$ cat config.mk
export PLATFORM = sky130hd
export DESIGN_NAME = byte_half_cvt
export DESIGN_NICKNAME = d
export VERILOG_FILES = /design/src/rtl/cvt_pkg.sv /design/src/rtl/lane_mux.sv /design/src/rtl/half_enc.sv /design/src/rtl/half_dec.sv /design/src/rtl/byte_half_cvt.sv
export SDC_FILE = /design/constraint.sdc
export NUM_CORES = 1
export LEC_CHECK = 0
export BUFFER_PORTS_ARGS = -buffer_cell sky130_fd_sc_hd__buf_2
export CAP_MARGIN = 25
export CORE_MARGIN = 1
export CORE_UTILIZATION = 30
export CTS_BUF_LIST = sky130_fd_sc_hd__clkbuf_4
export DETAILED_ROUTE_END_ITERATION = 12
export GPL_ROUTABILITY_DRIVEN = 0
export GPL_TIMING_DRIVEN = 0
export SYNTH_ARGS = -nofsm -noshare
export SYNTH_HDL_FRONTEND = slang
export SYNTH_HIERARCHICAL = 1
export SYNTH_SLANG_ARGS = --single-unit
export TNS_END_PERCENT = 10
$ cat constraint.sdc
create_clock -name clk -period 4.5 [get_ports clk]
set_input_delay 0.45 -clock clk [delete_from_list [all_inputs] [get_ports clk]]
set_output_delay 0.45 -clock clk [all_outputs]
set_load 0.02 [all_outputs]
$ cat src/rtl/cvt_pkg.sv
package cvt_pkg;
    localparam int DATA_W = 32;
    localparam int LANE_W = 16;
    localparam int LANES  = DATA_W / LANE_W;
    localparam int BYTE_W = 8;
    localparam int EXP_W  = 5;
    localparam int FRAC_W = 10;
    localparam int BIAS   = 15;
    localparam int POS_W  = $clog2(LANE_W);
    localparam int EXP_MAX = (1 << EXP_W) - 1;

    typedef enum logic [2:0] {
        OP_B2H_HI  = 3'd0,
        OP_B2H_LO  = 3'd1,
        OP_B2H_SLO = 3'd2,
        OP_B2H_SHI = 3'd3,
        OP_S2H     = 3'd4,
        OP_H2S     = 3'd5,
        OP_H2B     = 3'd6,
        OP_NONE    = 3'd7
    } cvt_op_e;

    typedef struct packed {
        logic              sign;
        logic [EXP_W-1:0]  exp;
        logic [FRAC_W-1:0] frac;
    } half_t;

    typedef struct packed {
        logic              neg;
        logic [LANE_W-1:0] mag;
    } smag_t;

    function automatic logic [POS_W-1:0] lead_pos(input logic [LANE_W-1:0] m);
        lead_pos = '0;
        for (int i = 0; i < LANE_W; i++)
            if (m[i]) lead_pos = POS_W'(i);
    endfunction

    function automatic smag_t from_byte(input logic [BYTE_W-1:0] b);
        from_byte.neg = 1'b0;
        from_byte.mag = LANE_W'(b);
    endfunction

    function automatic smag_t from_short(input logic [LANE_W-1:0] s);
        from_short.neg = s[LANE_W-1];
        from_short.mag = s[LANE_W-1] ? (~s + 1'b1) : s;
    endfunction
endpackage

$ cat src/rtl/lane_mux.sv
module lane_mux
    import cvt_pkg::*;
(
    input  cvt_op_e                  op,
    input  logic [DATA_W-1:0]        src_a,
    input  logic [DATA_W-1:0]        src_b,
    output smag_t [LANES-1:0]        lane_src
);
    logic [BYTE_W-1:0] prev_top;
    logic              unused_b;

    assign prev_top = src_b[DATA_W-1 -: BYTE_W];
    assign unused_b = ^src_b[DATA_W-BYTE_W-1:0];

    always_comb begin
        lane_src = '0;
        unique case (op)
            OP_B2H_HI: begin
                lane_src[1] = from_byte(src_a[31:24]);
                lane_src[0] = from_byte(src_a[23:16]);
            end
            OP_B2H_LO: begin
                lane_src[1] = from_byte(src_a[15:8]);
                lane_src[0] = from_byte(src_a[7:0]);
            end
            OP_B2H_SLO: begin
                lane_src[1] = from_byte(src_a[7:0]);
                lane_src[0] = from_byte(prev_top);
            end
            OP_B2H_SHI: begin
                lane_src[1] = from_byte(src_a[23:16]);
                lane_src[0] = from_byte(src_a[15:8]);
            end
            OP_S2H: begin
                for (int l = 0; l < LANES; l++)
                    lane_src[l] = from_short(src_a[l*LANE_W +: LANE_W]);
            end
            default: lane_src = '0;
        endcase
    end
endmodule

$ cat src/rtl/half_enc.sv
module half_enc
    import cvt_pkg::*;
(
    input  smag_t src,
    output half_t dst
);
    logic [POS_W-1:0]         pos;
    logic [LANE_W+FRAC_W-1:0] aligned;

    assign pos     = lead_pos(src.mag);
    assign aligned = {src.mag, {FRAC_W{1'b0}}} >> pos;

    always_comb begin
        if (src.mag == '0) begin
            dst = '0;
        end else begin
            dst.sign = src.neg;
            dst.exp  = EXP_W'(BIAS) + EXP_W'(pos);
            dst.frac = aligned[FRAC_W-1:0];
        end
    end

    always_comb begin

        enc_zero_chk: assert ((src.mag != '0) || (dst == '0));

        enc_exp_range_chk: assert ((src.mag == '0) ||
            ((dst.exp >= EXP_W'(BIAS)) && (dst.exp < EXP_W'(EXP_MAX)) && (dst.sign == src.neg)));
    end
endmodule

$ cat src/rtl/half_dec.sv
module half_dec
    import cvt_pkg::*;
(
    input  half_t              src,
    output logic [BYTE_W-1:0]  byte_o,
    output logic [LANE_W-1:0]  short_o
);
    logic              overflow;
    logic              below_one;
    logic [EXP_W-1:0]  shamt;
    logic [LANE_W-1:0] mag;

    assign overflow  = (src.exp == EXP_W'(EXP_MAX));
    assign below_one = (src.exp < EXP_W'(BIAS));
    assign shamt     = src.exp - EXP_W'(BIAS);

    always_comb begin
        if (below_one || overflow)
            mag = '0;
        else
            mag = LANE_W'(({{LANE_W{1'b0}}, 1'b1, src.frac} << shamt) >> FRAC_W);
    end

    always_comb begin
        if (src.sign)
            byte_o = '0;
        else if (overflow || (mag > LANE_W'(255)))
            byte_o = '1;
        else
            byte_o = mag[BYTE_W-1:0];
    end

    always_comb begin
        if (!src.sign) begin
            if (overflow || mag[LANE_W-1])
                short_o = {1'b0, {(LANE_W-1){1'b1}}};
            else
                short_o = mag;
        end else begin
            if (overflow || (mag > {1'b1, {(LANE_W-1){1'b0}}}))
                short_o = {1'b1, {(LANE_W-1){1'b0}}};
            else
                short_o = ~mag + 1'b1;
        end
    end

    always_comb begin

        dec_neg_byte_chk: assert (!src.sign || (byte_o == '0));

        dec_short_sign_chk: assert ((short_o == '0) || (short_o[LANE_W-1] == src.sign));
    end
endmodule

$ cat src/rtl/byte_half_cvt.sv
module byte_half_cvt
    import cvt_pkg::*;
(
    input  logic        clk,
    input  logic        rst,
    input  logic        start,
    input  logic [2:0]  op,
    input  logic [31:0] src_a,
    input  logic [31:0] src_b,
    output logic        done,
    output logic [31:0] result
);
    cvt_op_e                      op_e;
    smag_t [LANES-1:0]            lane_src;
    half_t [LANES-1:0]            enc_out;
    logic  [LANES-1:0][BYTE_W-1:0] dec_byte;
    logic  [LANES-1:0][LANE_W-1:0] dec_short;
    logic  [DATA_W-1:0]           next_result;

    assign op_e = cvt_op_e'(op);

    lane_mux u_mux (
        .op       (op_e),
        .src_a    (src_a),
        .src_b    (src_b),
        .lane_src (lane_src)
    );

    for (genvar l = 0; l < LANES; l++) begin : g_lane
        half_enc u_enc (
            .src (lane_src[l]),
            .dst (enc_out[l])
        );
        half_dec u_dec (
            .src     (half_t'(src_a[l*LANE_W +: LANE_W])),
            .byte_o  (dec_byte[l]),
            .short_o (dec_short[l])
        );
    end

    always_comb begin
        unique case (op_e)
            OP_B2H_HI, OP_B2H_LO, OP_B2H_SLO, OP_B2H_SHI, OP_S2H:
                next_result = enc_out;
            OP_H2S:  next_result = dec_short;
            OP_H2B:  next_result = {{(DATA_W - LANES*BYTE_W){1'b0}}, dec_byte};
            default: next_result = '0;
        endcase
    end

    always_ff @(posedge clk) begin
        if (rst) begin
            done   <= 1'b0;
            result <= '0;
        end else begin
            done <= start;
            if (start) result <= next_result;
        end
    end


    done_follows_start_chk: assert property (@(posedge clk) disable iff (rst) start |=> done);

    idle_no_done_chk: assert property (@(posedge clk) disable iff (rst) !start |=> !done);

    result_hold_chk: assert property (@(posedge clk) disable iff (rst) !start |=> $stable(result));

    reserved_zero_chk: assert property (@(posedge clk) disable iff (rst)
        (start && op == 3'd7) |=> (result == '0));

    byte_upper_zero_chk: assert property (@(posedge clk) disable iff (rst)
        (start && op == 3'd6) |=> (result[31:16] == '0));
endmodule

# Yosys cells after proc, flatten, opt, wreduce, memory -nomap -nowiden

Cells that the tools add are included.
Widths: inputs -> output; s select.

$add $sub $neg: 8
Magnitude comparators: 6
Equal/unequal tests: 8
Shift-type cells: 4
Muxes and demuxes: 48
Bitwise operators: 4
Reductions and logical operators: 12

Operators by type and width:

| kind                  | count |
|---|---|
| $mux 16               | 12 |
| $pmux 34 s5           | 1 |
| $pmux 32 s3           | 1 |
| $add 16x1->16 const B | 4 |
| $mux 4                | 16 |
| $not 16->16           | 4 |
| $shl 11x5->26         | 2 |
| $shr 26x4->10         | 2 |
| $gt 16x16->1 const B  | 2 |
| $gt 16x8->1 const B   | 2 |
| $logic_not 16->1      | 2 |
| $mux 8                | 4 |
| $mux 3                | 8 |
| $add 4x4->5 const A   | 2 |
| $eq 5x5->1 const B    | 2 |
| $lt 5x4->1 const B    | 2 |
| $sub 5x4->5 const B   | 2 |
| $eq 3x3->1 const B    | 3 |
| $logic_or 1x1->1      | 8 |
| $mux 2                | 4 |
| $eq 3x2->1 const B    | 2 |
| $reduce_or 5->1       | 1 |
| $eq 3x1->1 const B    | 1 |
| $logic_not 3->1       | 1 |
| $mux 1                | 2 |

Bits in registers: 33
Input bits: 70
Output and inout port bits: 33
Word-level logic and storage cells: 92

# Longest topological paths before layout

Gate-level depths: netlist (run 1).

Word-level depth: 22
Gate-level depth with buffers: 22

# Hierarchy

The synthesis (run 1) kept the hierarchy.

Modules (own cells, without submodules):

| module        | instances | cells each | area each (um^2) | seq. area each (um^2) |
|---|---|---|---|---|
| half_dec      | 2         | 232        | 1,724.2          | 0.0 |
| half_enc      | 2         | 143        | 960.9            | 0.0 |
| byte_half_cvt | 1         | 190        | 1,771.7          | 660.6 |
| lane_mux      | 1         | 180        | 1,381.3          | 0.0 |

# Worst setup path before layout (run 1)

Ideal clock, no wire load.

Path type: in2reg
Start point: in src_a[10]
End point: reg result[5]
Arrival: 4.166 ns
Data required time: 4.379 ns
Slack: 0.213 ns
Stages on the path: 22
Path buffers: 6
Path through: buf_4 inv_1 buf_2 ha_1 buf_6 buf_6 clkbuf_1 nor2_1 mux2i_1 mux2i_1 o22ai_1 inv_1 ha_1 o221a_2 nor4b_4 a41oi_2 and2_1 buf_6 a2111oi_2 and2_1 a221oi_1 o21ai_1

RTL lines:

| item                 | line                | source |
|---|---|---|
| from (decl)          | byte_half_cvt.sv:8  | `input logic [31:0] src_a,` |
| to (signal assigned) | byte_half_cvt.sv:57 | `if (start) result <= next_result;` |
| to (decl)            | byte_half_cvt.sv:11 | `output logic [31:0] result` |

==> reports/qor_table.md, run 1 <==
| Result | Reported | Unit |
|---|---|---|
| Total track usage | 0.212 | - |
| WHS Endpoint | result[23] | - |
| Crit path arrival time | 4.68 | ns |
| Sequential share of the synthesized area | 0.0775 | - |
| Count of vias placed by the detailed router | 9,815 | - |
| CP peak stage delay | 0.52 | ns |
| Depth of the critical timing path with buffers and inverters included | 23 | - |
| Post-route minimum period | 4.43 | ns |
| Pwr Density | 219 | nW/um2 |
| Proportion of netlist area held by the largest area contributor | 0.0775 | - |
| Most common cell after layout, fill and taps aside | nor2_1 | - |
| Initial Util | 0.306 | - |
| Initial drt markers | 989 | - |
| Critical path's top delay family | buffers and inverters | - |
| Maximum operating frequency | 0.226 | GHz |
| Element type at the critical path start | input pin | - |
| Vias in the first global route | 9,136 | - |
| Combined buffer and inverter count along the critical path | 11 | - |
| Number of synthesized register bits | 33 | - |
| Insertion delay of the later-clocked pin in the worst-skew pair | 0.35 | ns |
| Cell type with the largest total area after synthesis | dfxtp_1 | - |
| TritonCTS clock tree | yes | - |
| Final antenna diode count | 0 | - |
| Worst reg2reg path depth | 2 | - |
| Layout cells sized above 1 | 0.245 | - |
| Die Footprint | 29,100 | um2 |
| Post-place setup slack | -1.02 | ns |
| Internal reg-to-reg setup slack | 3.79 | ns |
| Total number of placement rows | 61 | - |
| Critical-path cell list | clkbuf_4 > buf_6 > inv_1 > buf_4 > ha_1 > buf_6 > buf_8 > mux2i_4 > mux2i_2 > mux2i_2 > buf_4 > buf_4 > buf_4 > buf_4 > o32a_1 > buf_4 > nor3b_1 > nand3_1 > xor2_1 > a221oi_2 > and2_1 > a221oi_1 > o21ai_1 | - |
| Die Height | 171 | um |
| Category of the critical setup timing path | input pin to register | - |
| Worst VDD drop | 74.1 | uV |
| Final worst clock skew | 0 | ns |
| Hold-fix buffers, CTS | 0 | - |
| Core region area | 27,900 | um2 |
| Critical path fanouts, max | 10 | - |
| Area growth syn-to-layout | 15.5 | % |
| Area taken by multi-input logic gates | 7410 | um2 |
| DR WL/cell | 19.6 | um |
| Seq. cell area | 661 | um2 |
| Endpoint of the lowest-slack register-to-register path | result[26] | - |
| Worst min-delay path class | input pin to register | - |
| Number of buffers inserted during clock tree synthesis | 5 | - |
| Count of nets after finishing | 1,303 | - |
| Number of nets still failing antenna checks after routing | 0 | - |
| Post-synth design cell area | 8520 | um2 |
| Pre-Repair DR Iteration Count | 5 | - |
| Library cell appearing most often on the critical path | buf_4 | - |
| Cell count after synthesis | 1,120 | - |
| Port Buffer Count | 76 | - |
| Overall overflow remaining after global route | 0 | - |
| Cell total after placement | 1,575 | - |
| First-pass GRT wire length | 49.8 | mm |
| Cells taking the most area after synthesis | dfxtp_1 (7.8%), mux2i_1 (5.9%), nor2_1 (4.9%), mux4_2 (4.2%), nand2_1 (3.3%) | - |
| Final setup viols | 0 | - |
| Via density per instance | 6.14 | - |
| CP Capture Type | register | - |
| Number of nets in the synthesized netlist | 1,204 | - |
| Hold Startpoint | start | - |
| Clock transition at the registers of the reported paths | 0.12 | ns |
| Clock sink count | 33 | - |
| Routed wire length | 31.3 | mm |
| Hold Vio Cnt, Final | 0 | - |
| Reg-to-reg startpoint | result[26] | - |
| Total of warnings raised by yosys | 6 | - |
| Half-perimeter wire length after placement | 24.3 | mm |
| EDFF count, synth | 0 | - |
| Buffer depth of the longest clock path | 2 | - |
| Number of unique standard cell types used by synthesis | 95 | - |
| Fill cell total of the finished layout | 2,968 | - |
| DRC Markers | 0 | - |
| Worst-case headroom to the max-slew limit | 0.329 | - |
| Clock Root Buffer | clkbuf_4 | - |
| Mean cell area of the mapped netlist | 7.61 | um2 |
| Total power | 0.00215 | W |
| Non-filler cells in the finished layout | 1,598 | - |
| Run status | complete, no violations | - |
| Worst slew pin tran | 0.997 | ns |
| Lkg Pwr | 3.71 | nW |
| Max capacitance violation total | 0 | - |
| Synth async-reset ratio | 0 | - |
| Maximum number of pins on one net before global-route repair | 14 | - |
| Number of antenna violations at the first check in global routing | 1 | - |
| Main flop type after synthesis | dfxtp_1 | - |
| H-tree depth | 2 | - |
| Highest-delay cell along the critical path | nor3b_1 | - |
| Data required time at the worst endpoint | 4.75 | ns |
| Hold Path Stages | 3 | - |
| Portion of the clock cycle consumed by the worst path in the final layout | 0.985 | - |
| Width of the chip | 171 | um |
| Count of final max-slew check failures | 0 | - |
| Commonest non-fill, non-tap cells in the layout | nor2_1 (110), buf_2 (97), nand2_1 (75) | - |
| Unrepaired setup endpoints after global routing | true | - |
| Post-route setup slack | 0.0693 | ns |
| Io pins | 103 | - |
## cell usage after synthesis, types with 13 or more instances
master and instances:
mux2i_1 50, o21ai_1 20, a21oi_1 33, nor2_1 112
xor2_1 25, nor4_1 15, buf_2 24, ha_1 14
and2_1 23, o211ai_1 16, mux4_2 16, mux2_2 16
nand2_1 75, and3_1 13, o21ai_0 52, o22ai_1 44
a211oi_1 16, nand3_1 29, buf_6 16, nor3_1 41
nand2b_1 14, a221oi_1 18, clkbuf_1 37, and4b_1 16
inv_1 44, dfxtp_1 33, nor2b_1 15, a22oi_1 20
## registers in the layout, indices dropped and copies added (netlist names)
name	cells
result	32
done	1
## through the flow
stage / cell area, um2 / util / hold WS (ns) / setup TNS (ns)
CTS: 9580 / 0.344 / 0.427 / 0
finish: 9840 / 0.353 / 0.442 / 0
detailed placement: 9380 / 0.337 / 0.442 / -20.25
global placement: 9380 / 0.337 / 0.439 / -19.16
floorplan: 8520 / - / 0.526 / 0
global route: 9840 / 0.353 / 0.421 / -0.155
## cells by family (layout without fill, tap and decap cells)
kind of cell,count (synthesis),in the layout,share of synthesized area
muxes,94,94,0.149
DFF,33,33,0.0775
buffers and inverters,137,237,0.0844
xor gates and xnor gates,35,35,0.0360
AOI/OAI and AO/OA,394,394,0.364
and+or+nand+nor,413,413,0.268
adders and majority gates,14,14,0.0206
## tightest hold or removal path: stages
cell and delay [ns]:
buf_2 0.15, nor2_1 0.11, a211oi_1 0.05
## report_power, final
group	switching (W)	total, W	leakage (nW)	internal, W
registers	0.0000127	0.000331	0.271	0.000318
clock network	0.000105	0.000161	0.0300	0.0000565
logic	0.000988	0.00166	3.41	0.000670
## area by class of cell
class | instances | share of cell area
Multi-Input combinational cell | 950 | 0.753
Clock buffer | 5 | 0.00381
Buffer | 89 | 0.0568
Timing Repair Buffer | 92 | 0.0509
Sequential cell | 33 | 0.0671
Inverter | 48 | 0.0193
Clock inverter | 3 | 0.00127
Tap cell | 378 | 0.0481
## layer usage
layer  vias to the layer above  share of wire  track usage
met1                      4704           0.43        0.274
met4                         0          0.024       0.0529
li1                       4595              -            -
met5                         -              0            0
met3                        69          0.058       0.0183
met2                       447           0.49        0.378
## repair_timing
item,4_1_cts,5_1_grt
gates resized for setup,18,50
endpoints found under the setup margin,26,31
setup buffers,7,7
pin swaps,2,4
## worst max path at each step
stage                    from  slack, ns    endpoint
finish              src_a[10]       0.07  result[13]
global route        src_a[22]      -0.03  result[23]
CTS                 src_a[10]      0.004  result[13]
detailed placement  src_a[10]      -1.02  result[11]
global placement    src_a[10]      -0.97  result[11]
floorplan           src_a[10]       0.21   result[5]
Power figures use the tool's default switching activity.
==> run 2, diff against run 1 <==
- clock period: 4.5 -> 5.2 ns (I/O delays scaled with it)
==> reports/qor_table.md, run 2 (synthesis gave the netlist of run 1 again) <==
| Result | Reported | Unit | Delta |
|---|---|---|---|
| Insertion delay of the later-clocked pin in the worst-skew pair | 0.35 | ns | about the same |
| Pre-Repair DR Iteration Count | 6 | - | was 5 |
| Total power | 0.00178 | W | was 0.00215 W |
| Crit path arrival time | 5.18 | ns | was 4.68 ns |
| Portion of total power attributed to combinational logic | 0.760 | - | was 0.771 |
| Worst VDD drop | 64.2 | uV | was 74.1 uV |
| DRC Markers | 0 | - | unchanged |
| Clock Root Buffer | clkbuf_4 | - | unchanged |
| TritonCTS clock tree | yes | - | unchanged |
| Critical path fanouts, max | 10 | - | unchanged |
| Final worst clock skew | 0 | ns | unchanged |
| Initial Util | 0.306 | - | unchanged |
| Layout cells sized above 1 | 0.209 | - | was 0.245 |
| Clock transition at the registers of the reported paths | 0.12 | ns | about the same |
| CP Capture Type | register | - | unchanged |
| First-pass GRT wire length | 49.4 | mm | was 49.8 mm |
| GR Util met2 | 0.373 | - | was 0.378 |
| Worst slew pin tran | 1.16 | ns | was 0.997 ns |
| Final setup TNS | 0 | ns | unchanged |
| Element type at the critical path start | input pin | - | unchanged |
| Hold Startpoint | result[14] | - | was start |
| Post-route minimum period | 4.93 | ns |  |
| Net Sw Power | 0.000927 | W | was 0.00111 W |
| Half-perimeter wire length after placement | 24.3 | mm | unchanged |
| Port Buffer Count | 76 | - | unchanged |
| Combined buffer and inverter count along the critical path | 9 | - | was 11 |
| Overall overflow remaining after global route | 0 | - | unchanged |
| Register with the highest flop count | result | - | unchanged |
| Flip-flop count of the largest register, all copies and words added | 32 | - | unchanged |
| Number of antenna violations at the first check in global routing | 0 | - | was 1 |
| CP peak stage delay | 0.38 | ns | was 0.52 ns |
| Die Footprint | 29,100 | um2 | unchanged |
| Clock power frac | 0.079 | - | was 0.075 |
| Final setup viols | 0 | - | unchanged |
| Hold-fix buffers, CTS | 0 | - | unchanged |
| Area growth syn-to-layout | 11.2 | % | was 15.5% |
| Category of the critical setup timing path | input pin to register | - | unchanged |
| Fraction of power consumed by sequential logic | 0.161 | - | was 0.154 |
| Worst min-delay path class | register to register | - | was input pin to register |
| Switching part of the total power | 0.520 | - | was 0.514 |
| Core region area | 27,900 | um2 | unchanged |
| Most common cell after layout, fill and taps aside | nor2_1 | - | unchanged |
| Clock sink count | 33 | - | unchanged |
| Reg-to-reg startpoint | result[26] | - | unchanged |
| Routed wire length | 31.0 | mm | was 31.3 mm |
| Max capacitance violation total | 0 | - | unchanged |
| Total track usage | 0.211 | - | was 0.212 |
| Internal power | 0.000857 | W | was 0.00105 W |
| Initial drt markers | 981 | - | was 989 |
| Critical-path cell list | buf_2 > buf_4 > inv_1 > buf_2 > ha_1 > buf_6 > buf_6 > clkbuf_2 > nor2_1 > mux2i_1 > mux2i_1 > o22ai_2 > inv_1 > ha_1 > o221a_2 > nor4b_4 > a41oi_2 > and2_1 > buf_6 > a211oi_1 > and2_1 > a221oi_1 > o21ai_1 | - | was clkbuf_4 > buf_6 > inv_1 > buf_4 > ha_1 > buf_6 > buf_8 > mux2i_4 > mux2i_2 > mux2i_2 > buf_4 > buf_4 > buf_4 > buf_4 > o32a_1 > buf_4 > nor3b_1 > nand3_1 > xor2_1 > a221oi_2 > and2_1 > a221oi_1 > o21ai_1 |
| Met3 usage | 0.0180 | - | was 0.0183 |
| Maximum number of pins on one net before global-route repair | 14 | - | unchanged |
| Io pins | 103 | - | unchanged |
| Highest-delay cell along the critical path | a41oi_2 | - | was nor3b_1 |
| Commonest non-fill, non-tap cells in the layout | nor2_1 (112), buf_2 (101), nand2_1 (75) | - | was nor2_1 (110), buf_2 (97), nand2_1 (75) |
| Final antenna diode count | 0 | - | unchanged |
| Count of final max-slew check failures | 0 | - | unchanged |
| Lkg Pwr | 3.62 | nW | was 3.71 nW |
| Layer carrying the most global-route usage | met2 | - | unchanged |
| Met1 Track Usage GR | 0.273 | - | was 0.274 |
| Worst-case headroom to the max-slew limit | 0.219 | - | was 0.329 |
| Hold Vio Cnt, Final | 0 | - | unchanged |
| Library cell appearing most often on the critical path | buf_6 | - | was buf_4 |
| Critical path's top delay family | buffers and inverters | - | unchanged |
| Count of vias placed by the detailed router | 9,730 | - | was 9,815 |
| Worst setup path startpoint | src_a[10] | - | unchanged |
| Pwr Density | 188 | nW/um2 | was 219 nW/um2 |
| Number of nets still failing antenna checks after routing | 0 | - | unchanged |
| Vias in the first global route | 9,040 | - | was 9,136 |
| Portion of the clock cycle consumed by the worst path in the final layout | 0.948 | - |  |
| H-tree depth | 2 | - | unchanged |
| Data required time at the worst endpoint | 5.45 | ns | was 4.75 ns |
| Buffer depth of the longest clock path | 2 | - | unchanged |
| Biggest regs | result (32), done (1) | - | unchanged |
| Number of buffers inserted during clock tree synthesis | 5 | - | unchanged |
| Total number of placement rows | 61 | - | unchanged |
| Maximum operating frequency | 0.203 | GHz |  |
| DR WL/cell | 19.5 | um | was 19.6 um |
| Die Height | 171 | um | unchanged |
| Run status | complete, no violations | - | unchanged |
| Count of nets after finishing | 1,291 | - | was 1,303 |
| Width of the chip | 171 | um | unchanged |
| Via density per instance | 6.13 | - | was 6.14 |
-- run 2: changes by cell type in the layout (fill, tap and decap cells not counted), sizes merged --
cell	delta
clkbuf	-1
buf	-11
-- run 2: power groups by stage --
stage | clock network (W) | logic (W) | registers [W]
floorplan | 0 | 0.000949 | 0.000320
global placement | 0 | 0.00131 | 0.000292
detailed placement | 0 | 0.00132 | 0.000293
CTS | 0.000149 | 0.00132 | 0.000287
global route | 0.000161 | 0.00147 | 0.000289
finish | 0.000141 | 0.00136 | 0.000286
-- run 2: worst reg2reg max path, cell delays in order (launching register included) --
cell and delay, ns:
dfxtp_1 0.37, nor2_1 0.05, a211oi_1 0.22
-- run 2: metrics by stage --
step	hold slack [ns]	instances	utilization	setup slack (ns)	cell area, um2
floorplan	0.526	1120	-	0.843	8520
global placement	0.439	1574	0.337	-0.335	9380
detailed placement	0.442	1575	0.337	-0.386	9380
CTS	0.460	1583	0.339	0.00976	9430
global route	0.483	1586	0.340	-0.0211	9480
finish	0.455	1586	0.340	0.268	9480
-- run 2: repair_timing --
| action | in CTS | in global routing |
|---|---|---|
| endpoints found under the setup margin | 0 | 17 |
| setup buffers | 0 | 1 |
| resized for setup | 0 | 7 |
-- run 2: layout make-up --
cell class                      instances  area, um2
Sequential cell                        33        661
Inverter                               48        190
Multi-Input combinational cell        950       7170
Clock inverter                          3       12.5
Fill cell                            3002      18400
Buffer                                 89        532
Clock buffer                            5       37.5
Timing Repair Buffer                   80        403
Tap cell                              378        473
-- run 2: path summary, 6_finish.rpt --
check	slack [ns]	cells past startpoint	to
hold / removal	0.45	2	result[14]
hold reg to reg	0.45	2	result[14]
setup reg to reg	4.48	2	result[26]
setup / recovery	0.27	23	result[11]
-- run 2: metal layers --
metal,routed length (um),up-vias
met1,13300,4639
met2,15100,441
met5,0,-
met4,766,0
met3,1830,69
li1,-,4581
